`config.mk`:
```
export PLATFORM = sky130hd
export DESIGN_NAME = bkpt_unit
export DESIGN_NICKNAME = d
export VERILOG_FILES = /design/src/rtl/bkpt_pkg.sv /design/src/rtl/bkpt_reg_bank.sv /design/src/rtl/bkpt_cmp.sv /design/src/rtl/bkpt_prio.sv /design/src/rtl/bkpt_unit.sv
export SDC_FILE = /design/constraint.sdc
export NUM_CORES = 1
export LEC_CHECK = 0
export BUFFER_PORTS_ARGS = -buffer_cell sky130_fd_sc_hd__buf_2
export CORE_MARGIN = 2
export CORE_UTILIZATION = 45
export DETAILED_ROUTE_END_ITERATION = 16
export GPL_TIMING_DRIVEN = 0
export PLACE_DENSITY_LB_ADDON = 0.15
export SKIP_LAST_GASP = 1
export SLEW_MARGIN = 20
export SYNTH_ARGS = -nofsm -noshare
export SYNTH_HDL_FRONTEND = slang
export SYNTH_HIERARCHICAL = 1
export SYNTH_SLANG_ARGS = --single-unit
```
`constraint.sdc`:
```
create_clock -name clk -period 2.1 [get_ports clk]
set_input_delay 0.21 -clock clk [delete_from_list [all_inputs] [get_ports clk]]
set_output_delay 0.21 -clock clk [all_outputs]
set_load 0.005 [all_outputs]
```
`src/rtl/bkpt_pkg.sv`:
```
package bkpt_pkg;

    localparam int ADDR_W   = 12;
    localparam int STAT_W   = 3;
    localparam int NUM_REGS = 3;
    localparam int PROBE_W  = ADDR_W + STAT_W;
    localparam int SEL_W    = (NUM_REGS > 1) ? $clog2(NUM_REGS) : 1;

    // One compare word: status above address
    typedef struct packed {
        logic [STAT_W-1:0] stat;
        logic [ADDR_W-1:0] addr;
    } probe_t;

    // Result of the priority stage
    typedef struct packed {
        logic             any;
        logic [SEL_W-1:0] idx;
    } hit_t;

    function automatic probe_t pack_probe(input logic [STAT_W-1:0] s,
                                          input logic [ADDR_W-1:0] a);
        probe_t p;
        p.stat = s;
        p.addr = a;
        return p;
    endfunction

    function automatic logic probe_eq(input probe_t a, input probe_t b);
        return (a.stat == b.stat) && (a.addr == b.addr);
    endfunction

endpackage

```
`src/rtl/bkpt_reg_bank.sv`:
```
module bkpt_reg_bank
    import bkpt_pkg::*;
#(
    parameter int N  = NUM_REGS,
    parameter int SW = SEL_W
) (
    input  logic                   clk,
    input  logic                   rst,
    input  logic                   ld_we,
    input  logic [SW-1:0]          ld_sel,
    input  probe_t                 ld_data,
    output probe_t [N-1:0]         regs_o
);

    probe_t [N-1:0] regs_q;

    generate
        for (genvar i = 0; i < N; i++) begin : g_reg
            always_ff @(posedge clk) begin
                if (rst) begin
                    regs_q[i] <= '0;
                end else if (ld_we && (int'(ld_sel) == i)) begin
                    regs_q[i] <= ld_data;
                end
            end

            // r2_: a write to another index leaves this register alone
            p_keep_r2: assert property (@(posedge clk) disable iff (rst)
                !(ld_we && int'(ld_sel) == i) |=> $stable(regs_q[i]));
        end
    endgenerate

    assign regs_o = regs_q;

endmodule

```
`src/rtl/bkpt_cmp.sv`:
```
module bkpt_cmp
    import bkpt_pkg::*;
#(
    parameter int N = NUM_REGS
) (
    input  logic                   clk,
    input  logic                   rst,
    input  logic                   emu_on,
    input  logic [N-1:0]           reg_en,
    input  probe_t                 probe,
    input  probe_t [N-1:0]         regs,
    output logic [N-1:0]           hits
);

    generate
        for (genvar i = 0; i < N; i++) begin : g_cmp
            assign hits[i] = emu_on && reg_en[i] && probe_eq(regs[i], probe);

            // a disabled slot reports no hit
            p_dis_nohit_r6: assert property (@(posedge clk) disable iff (rst)
                !reg_en[i] |-> !hits[i]);
        end
    endgenerate

    // outside emulation mode nothing matches
    p_off_nohit_r5: assert property (@(posedge clk) disable iff (rst)
        !emu_on |-> (hits == '0));

endmodule

```
`src/rtl/bkpt_prio.sv`:
```
module bkpt_prio
    import bkpt_pkg::*;
#(
    parameter int N  = NUM_REGS,
    parameter int SW = SEL_W
) (
    input  logic          clk,
    input  logic          rst,
    input  logic [N-1:0]  hits,
    output hit_t          result
);

    always_comb begin
        result.any = |hits;
        result.idx = '0;
        for (int i = N - 1; i >= 0; i--) begin
            if (hits[i]) begin
                result.idx = SW'(i);
            end
        end
    end

    // the reported slot is a real hit and none below it hit
    p_idx_valid_r7: assert property (@(posedge clk) disable iff (rst)
        result.any |-> hits[result.idx]);
    p_idx_lowest_r7: assert property (@(posedge clk) disable iff (rst)
        result.any |-> ((hits & ((N'(1) << result.idx) - N'(1))) == '0));

endmodule

```
`src/rtl/bkpt_unit.sv`:
```
module bkpt_unit
    import bkpt_pkg::*;
#(
    parameter int N  = NUM_REGS,
    parameter int SW = SEL_W
) (
    input  logic                 clk,
    input  logic                 rst,
    input  logic                 ld_we,
    input  logic [SW-1:0]        ld_sel,
    input  logic [PROBE_W-1:0]   ld_data,
    input  logic [N-1:0]         reg_en,
    input  logic                 emu_on,
    input  logic                 brk_en,
    input  logic                 halt_clr,
    input  logic [ADDR_W-1:0]    probe_addr,
    input  logic [STAT_W-1:0]    probe_stat,
    output logic                 sync_o,
    output logic                 halt_o,
    output logic [SW-1:0]        hit_idx_o
);

    probe_t [N-1:0] regs;
    logic   [N-1:0] hits;
    hit_t           hit;
    probe_t         probe;

    logic           prev_q;
    logic           sync_q;
    logic           halt_q;
    logic [SW-1:0]  idx_q;
    logic           new_hit;

    assign probe = pack_probe(probe_stat, probe_addr);

    bkpt_reg_bank #(.N(N), .SW(SW)) u_bank (
        .clk     (clk),
        .rst     (rst),
        .ld_we   (ld_we),
        .ld_sel  (ld_sel),
        .ld_data (probe_t'(ld_data)),
        .regs_o  (regs)
    );

    bkpt_cmp #(.N(N)) u_cmp (
        .clk    (clk),
        .rst    (rst),
        .emu_on (emu_on),
        .reg_en (reg_en),
        .probe  (probe),
        .regs   (regs),
        .hits   (hits)
    );

    bkpt_prio #(.N(N), .SW(SW)) u_prio (
        .clk    (clk),
        .rst    (rst),
        .hits   (hits),
        .result (hit)
    );

    // Start of a run of matching cycles
    assign new_hit = hit.any && !prev_q;

    always_ff @(posedge clk) begin
        if (rst) begin
            prev_q <= 1'b0;
            sync_q <= 1'b0;
            halt_q <= 1'b0;
            idx_q  <= '0;
        end else begin
            prev_q <= hit.any;
            sync_q <= new_hit;
            halt_q <= (new_hit && brk_en) || (halt_q && !halt_clr);
            if (hit.any) begin
                idx_q <= hit.idx;
            end
        end
    end

    assign sync_o    = sync_q;
    assign halt_o    = halt_q;
    assign hit_idx_o = idx_q;

    // the pulse never lasts two cycles
    p_pulse_r4: assert property (@(posedge clk) disable iff (rst)
        sync_o |=> !sync_o);
    // no pulse follows a cycle outside emulation
    p_idle_r5: assert property (@(posedge clk) disable iff (rst)
        !emu_on |=> !sync_o);
    // the request holds until the host clears it
    p_halt_hold_r8: assert property (@(posedge clk) disable iff (rst)
        (halt_o && !halt_clr) |=> halt_o);
    // the request rises only alongside a pulse with break allowed
    p_halt_src_r9: assert property (@(posedge clk) disable iff (rst)
        $rose(halt_o) |-> (sync_o && $past(brk_en)));
    // the index changes only after a matching cycle
    p_idx_hold_r7: assert property (@(posedge clk) disable iff (rst)
        !hit.any |=> $stable(hit_idx_o));

endmodule

```
* Yosys cells after proc, flatten, opt, wreduce, memory -nomap -nowiden
Cells that the tools add are included.
** Word-level totals
- Flip-flop bits (word level) :: 50
- Input port bits :: 41
- Logic and storage cells :: 41
- Output and inout bits :: 4
** Cells by class
- Eq/ne operators :: 8
- Reductions and logical operators :: 20
- Multiplexer cells :: 3
** Operators with widths (count)
- 12-bit equality test :: 3
- 1-bit logical AND :: 15
- 3-bit equality test :: 3
- 2-bit 2-to-1 mux :: 3
- 2-bit equality test, second input constant :: 2
- 3-bit OR reduction :: 1
- 1-bit zero test :: 2
- 2-bit zero test :: 1
- 1-bit logical OR :: 1

* Longest topological paths before layout
- Depth after elaboration :: 7
- Gate-level depth with buffers :: 6

* By module
The synthesis kept the hierarchy.
** Modules (own cells, without submodules)
- bkpt_reg_bank :: times used 1, cells an instance 167, area each 1838.0 µm²
- bkpt_cmp :: times used 1, cells an instance 63, area each 521.8 µm²
- bkpt_unit :: times used 1, cells an instance 14, area each 160.2 µm²
- bkpt_prio :: times used 1, cells an instance 3, area each 20.0 µm²

* Worst setup path before layout
OpenSTA, ideal clock, no wires.
- Path type :: reg2reg
- Start :: reg u_bank.regs_q, in the netlist u_bank/regs_o[8]
- End :: reg idx_q[0], in the netlist hit_idx_o[0]
- Cell stages (with the launch flop) :: 7
- Arrival time :: 1737 ps
- Clock period less this slack :: 1851 ps
- Setup time :: 114 ps
- Data required time :: 1986 ps
- Slack :: 249 ps
- Cell sequence :: dfxtp_1 xor2_1 or4_1 nor4_2 or3_1 mux2i_1 nor2_1
** RTL lines
- from (decl) :: RTL line bkpt_reg_bank.sv:15 : probe_t [N-1:0] regs_q;
- from (signal, indexed assignment) :: RTL line bkpt_reg_bank.sv:23 : regs_q[i] <= ld_data;
- to (signal assigned) :: RTL line bkpt_unit.sv:76 : idx_q <= hit.idx;
- to (decl) :: RTL line bkpt_unit.sv:31 : logic [SW-1:0] idx_q;

==> load_flow_metrics.sql <==
INSERT INTO impl_metrics (metric_group, metric, value, unit) VALUES
('run_status', 'outcome', 'complete, no violations', ''),
('detailed_routing', 'drt_drc_violations_left', '0', ''),
('timing', 'fin_crit', '1.97', 'ns'),
('placed_design', 'gp_congestion', '0.745', ''),
('global_route', 'first_global_vias', '1825', ''),
('critical_path', 'critPathLaunch', 'u_bank/regs_o[8]$_SDFFE_PP0P_', ''),
('synth', 'synthesis.nets', '288', ''),
('critical_path', 'cp-start-kind', 'flop', ''),
('synth', 'synthesis_warnings', '6', ''),
('cells_and_area', 'fin_area', '2980', 'sq um'),
('timing', 'period_utilisation_layout', '94.0', '%'),
('die', 'std_cell_rows', '27', ''),
('critical_path', 'cpLargestDelayFamily', 'simple AND/OR/NAND/NOR gates', ''),
('power_and_ir_drop', 'total_power_consumption_of_the_routed_design', '1930', 'uW'),
('die', 'core_area', '5470', 'sq um'),
('die', 'die-area', '6260', 'sq um'),
('synth', 'syn_area', '2540', 'sq um'),
('synth', 'synth_sequential_area_ratio', '39.4', '%'),
('global_route', 'initial_antenna_violation_count', '0', ''),
('cells_and_area', 'design.final.nets', '339', ''),
('timing', 'max_clock_freq', '506', 'MHz'),
('global_route', 'highest_utilization_routing_layer_at_the_global_route_stage', 'met2', ''),
('detailed_routing', 'dr.pass1.iters', '4', ''),
('clocking', 'clkLatencyLatePin', '0.30', 'ns'),
('critical_path', 'worst-endpoint-required', '2.28', 'ns'),
('timing', 'maxSlewViolCount', '0', ''),
('synth', 'ys_seq_elements', '50', ''),
('synth', 'synthCells', '247', ''),
('critical_path', 'crit_path_end_kind', 'flop', ''),
('power_and_ir_drop', 'vdd_ir_drop_max', '445', 'uV'),
('clocking', 'cts_buffer_depth', '2', ''),
('min_path', 'worst_hold_path_type', 'input pin to flop', ''),
('cells_and_area', 'share_of_post_route_cells_with_drive_strength_above_1', '20.7', '%'),
('detailed_routing', 'avgViaCountPerCell', '4.82', ''),
('timing', 'holdWs', '0.170', 'ns'),
('cells_and_area', 'area.growth.synth_to_final', '17.3', '%'),
('global_route', 'grt.overflow.total', '0', ''),
('min_path', 'min_from', 'halt_clr', ''),
('clocking', 'cts-hold-fix-buffers', '0', ''),
('detailed_routing', 'routed-via-count', '1790', ''),
('power_and_ir_drop', 'cellLeakagePower', '0.00126', 'uW'),
('timing', 'report.final.hold_viol_count', '0', ''),
('timing', 'measured_slew_at_the_worst_slew_check_pin', '0.552', 'ns'),
('detailed_routing', 'totalWireLength', '5.76', 'mm'),
('critical_path', 'worst-path-max-fanout', '5', ''),
('power_and_ir_drop', 'cellPowerDensity', '648', 'nW/um^2'),
('cells_and_area', 'most_common_library_cell_in_the_layout_ignoring_fill_and_taps', 'nand2b_1', ''),
('cells_and_area', 'layoutNonFillerInstCount', '371', ''),
('global_route', 'overall_global_routing_usage', '19.7', '%'),
('die', 'ioPinCount', '45', ''),
('cells_and_area', 'number_of_antenna_repair_diodes', '0', ''),
('die', 'die_height', '79.1', 'um'),
('global_route', 'maximum_number_of_pins_on_one_net_before_global_route_repair', '15', ''),
('synth', 'postSynthAreaPerCell', '10.3', 'sq um'),
('die', 'floorplan.die.width', '79.1', 'um'),
('timing', 'timing.slew.headroom', '63.2', '%'),
('placed_design', 'count_of_input_and_output_buffers', '44', ''),
('detailed_routing', 'drt.antenna.violating_nets', '0', ''),
('timing', 'rsz_0062_raised_after_global_routing', 'no', ''),
('placed_design', 'dp.final_hpwl', '4.18', 'mm'),
('placed_design', 'placed_area', '2850', 'sq um'),
('critical_path', 'cp_slowest_stage_delay', '0.59', 'ns'),
('critical_path', 'timing.critical_path.cells', 'xor2_1 > or4_1 > nor4_4 > or3_4 > mux2i_1 > nor2_1', ''),
('run', 'cap_viol_max_count', '0', ''),
('critical_path', 'slowest_stage', 'or4_1', ''),
('clocking', 'cts_tree', 'done', ''),
('critical_path', 'rr_startpoint', 'u_bank/regs_o[8]$_SDFFE_PP0P_', ''),
('detailed_routing', 'routed_wl_per_cell', '15.5', 'um'),
('global_route', 'grtUsageMet1', '27.7', '%'),
('synth', 'synth.distinct_cells', '21', ''),
('timing', 'report.final.setup_viol', '0', '');
[registers in the layout, indices dropped and copies added (netlist names)]
name and flops:
u_bank/regs_o 45, prev_q 1, hit_idx_o 2, sync_o 1
halt_o 1
[area by class of cell]
type,instances,area (sq um)
clock buffers,7,76.3
multi-input cells,185,1500
repair buffers,44,220
fillers,538,2490
well taps,72,90.1
flip-flops and latches,50,1000
plain buffers,12,65.1
clock inverters,1,30.0
[power breakdown]
part / total [uW] / switching, uW / internal [uW]
sequential: 997 / 19.7 / 978
combinational: 259 / 130 / 129
clock: 674 / 317 / 357
[repair_timing]
item	CTS	global route
buffers inserted	0	0
endpoints found under the setup margin	0	3
resized for setup	0	3
[cell families (layout without fill, tap and decap cells)]
family | Yosys count | in the layout | synth area share [%]
compound gates | 1 | 1 | 0.197
buf+inv | 12 | 64 | 2.56
xor+xnor | 45 | 45 | 15.5
flops | 50 | 50 | 39.4
simple gates | 92 | 92 | 23.8
mux | 47 | 47 | 18.5
[per-stage QoR]
step                utilization, %  worst slack, ns
floorplan                        -            0.249
global placement              52.1          -0.0220
detailed placement            52.1          -0.0495
CTS                           54.0           0.0235
global route                  54.4           0.0190
finish                        54.4            0.125
[Yosys cell counts]
| master | number | area share (%) |
|---|---|---|
| nor2_1 | 2 | 0.30 |
| dfxtp_1 | 50 | 39 |
| clkbuf_1 | 6 | 0.89 |
| nand4_1 | 9 | 2.2 |
| a21oi_1 | 1 | 0.20 |
| or3b_1 | 1 | 0.34 |
| mux2i_1 | 47 | 19 |
| xor2_1 | 9 | 3.1 |
| or3_1 | 1 | 0.25 |
| buf_6 | 2 | 0.89 |
| or4_1 | 3 | 0.89 |
| nor3b_2 | 1 | 0.49 |
| nand2_1 | 3 | 0.44 |
| buf_2 | 4 | 0.79 |
| nor2b_1 | 2 | 0.49 |
| nor3b_1 | 2 | 0.59 |
| nor4_2 | 3 | 1.5 |
| nand2b_1 | 61 | 15 |
| xnor2_1 | 36 | 12 |
| and3b_2 | 1 | 0.39 |
| nand3b_1 | 3 | 0.89 |
[worst reg2reg max path: cells and delay by family, from the launching register on]
family / cells / cell delay [ns]
xor gates and xnor gates: 1 / 0.15
DFF: 1 / 0.32
muxes: 1 / 0.18
and+or+nand+nor: 4 / 1.22
[worst paths after layout]
| path | end | slack (ns) | depth (start not counted) |
|---|---|---|---|
| setup reg to reg | hit_idx_o[1]$_SDFFE_PP0P_ | 0.13 | 6 |
| hold / removal | halt_o$_SDFF_PP0_ | 0.17 | 3 |
| setup / recovery | hit_idx_o[1]$_SDFFE_PP0P_ | 0.13 | 6 |
| hold reg to reg | sync_o$_SDFF_PP0_ | 0.42 | 1 |
[per-layer routing]
metal | vias up | wire [um]
met1 | 827 | 2870
li1 | 931 | -
met2 | 28 | 2660
met4 | 0 | 28
met3 | 4 | 206
met5 | - | 0
(Power assumes the default switching activity.)
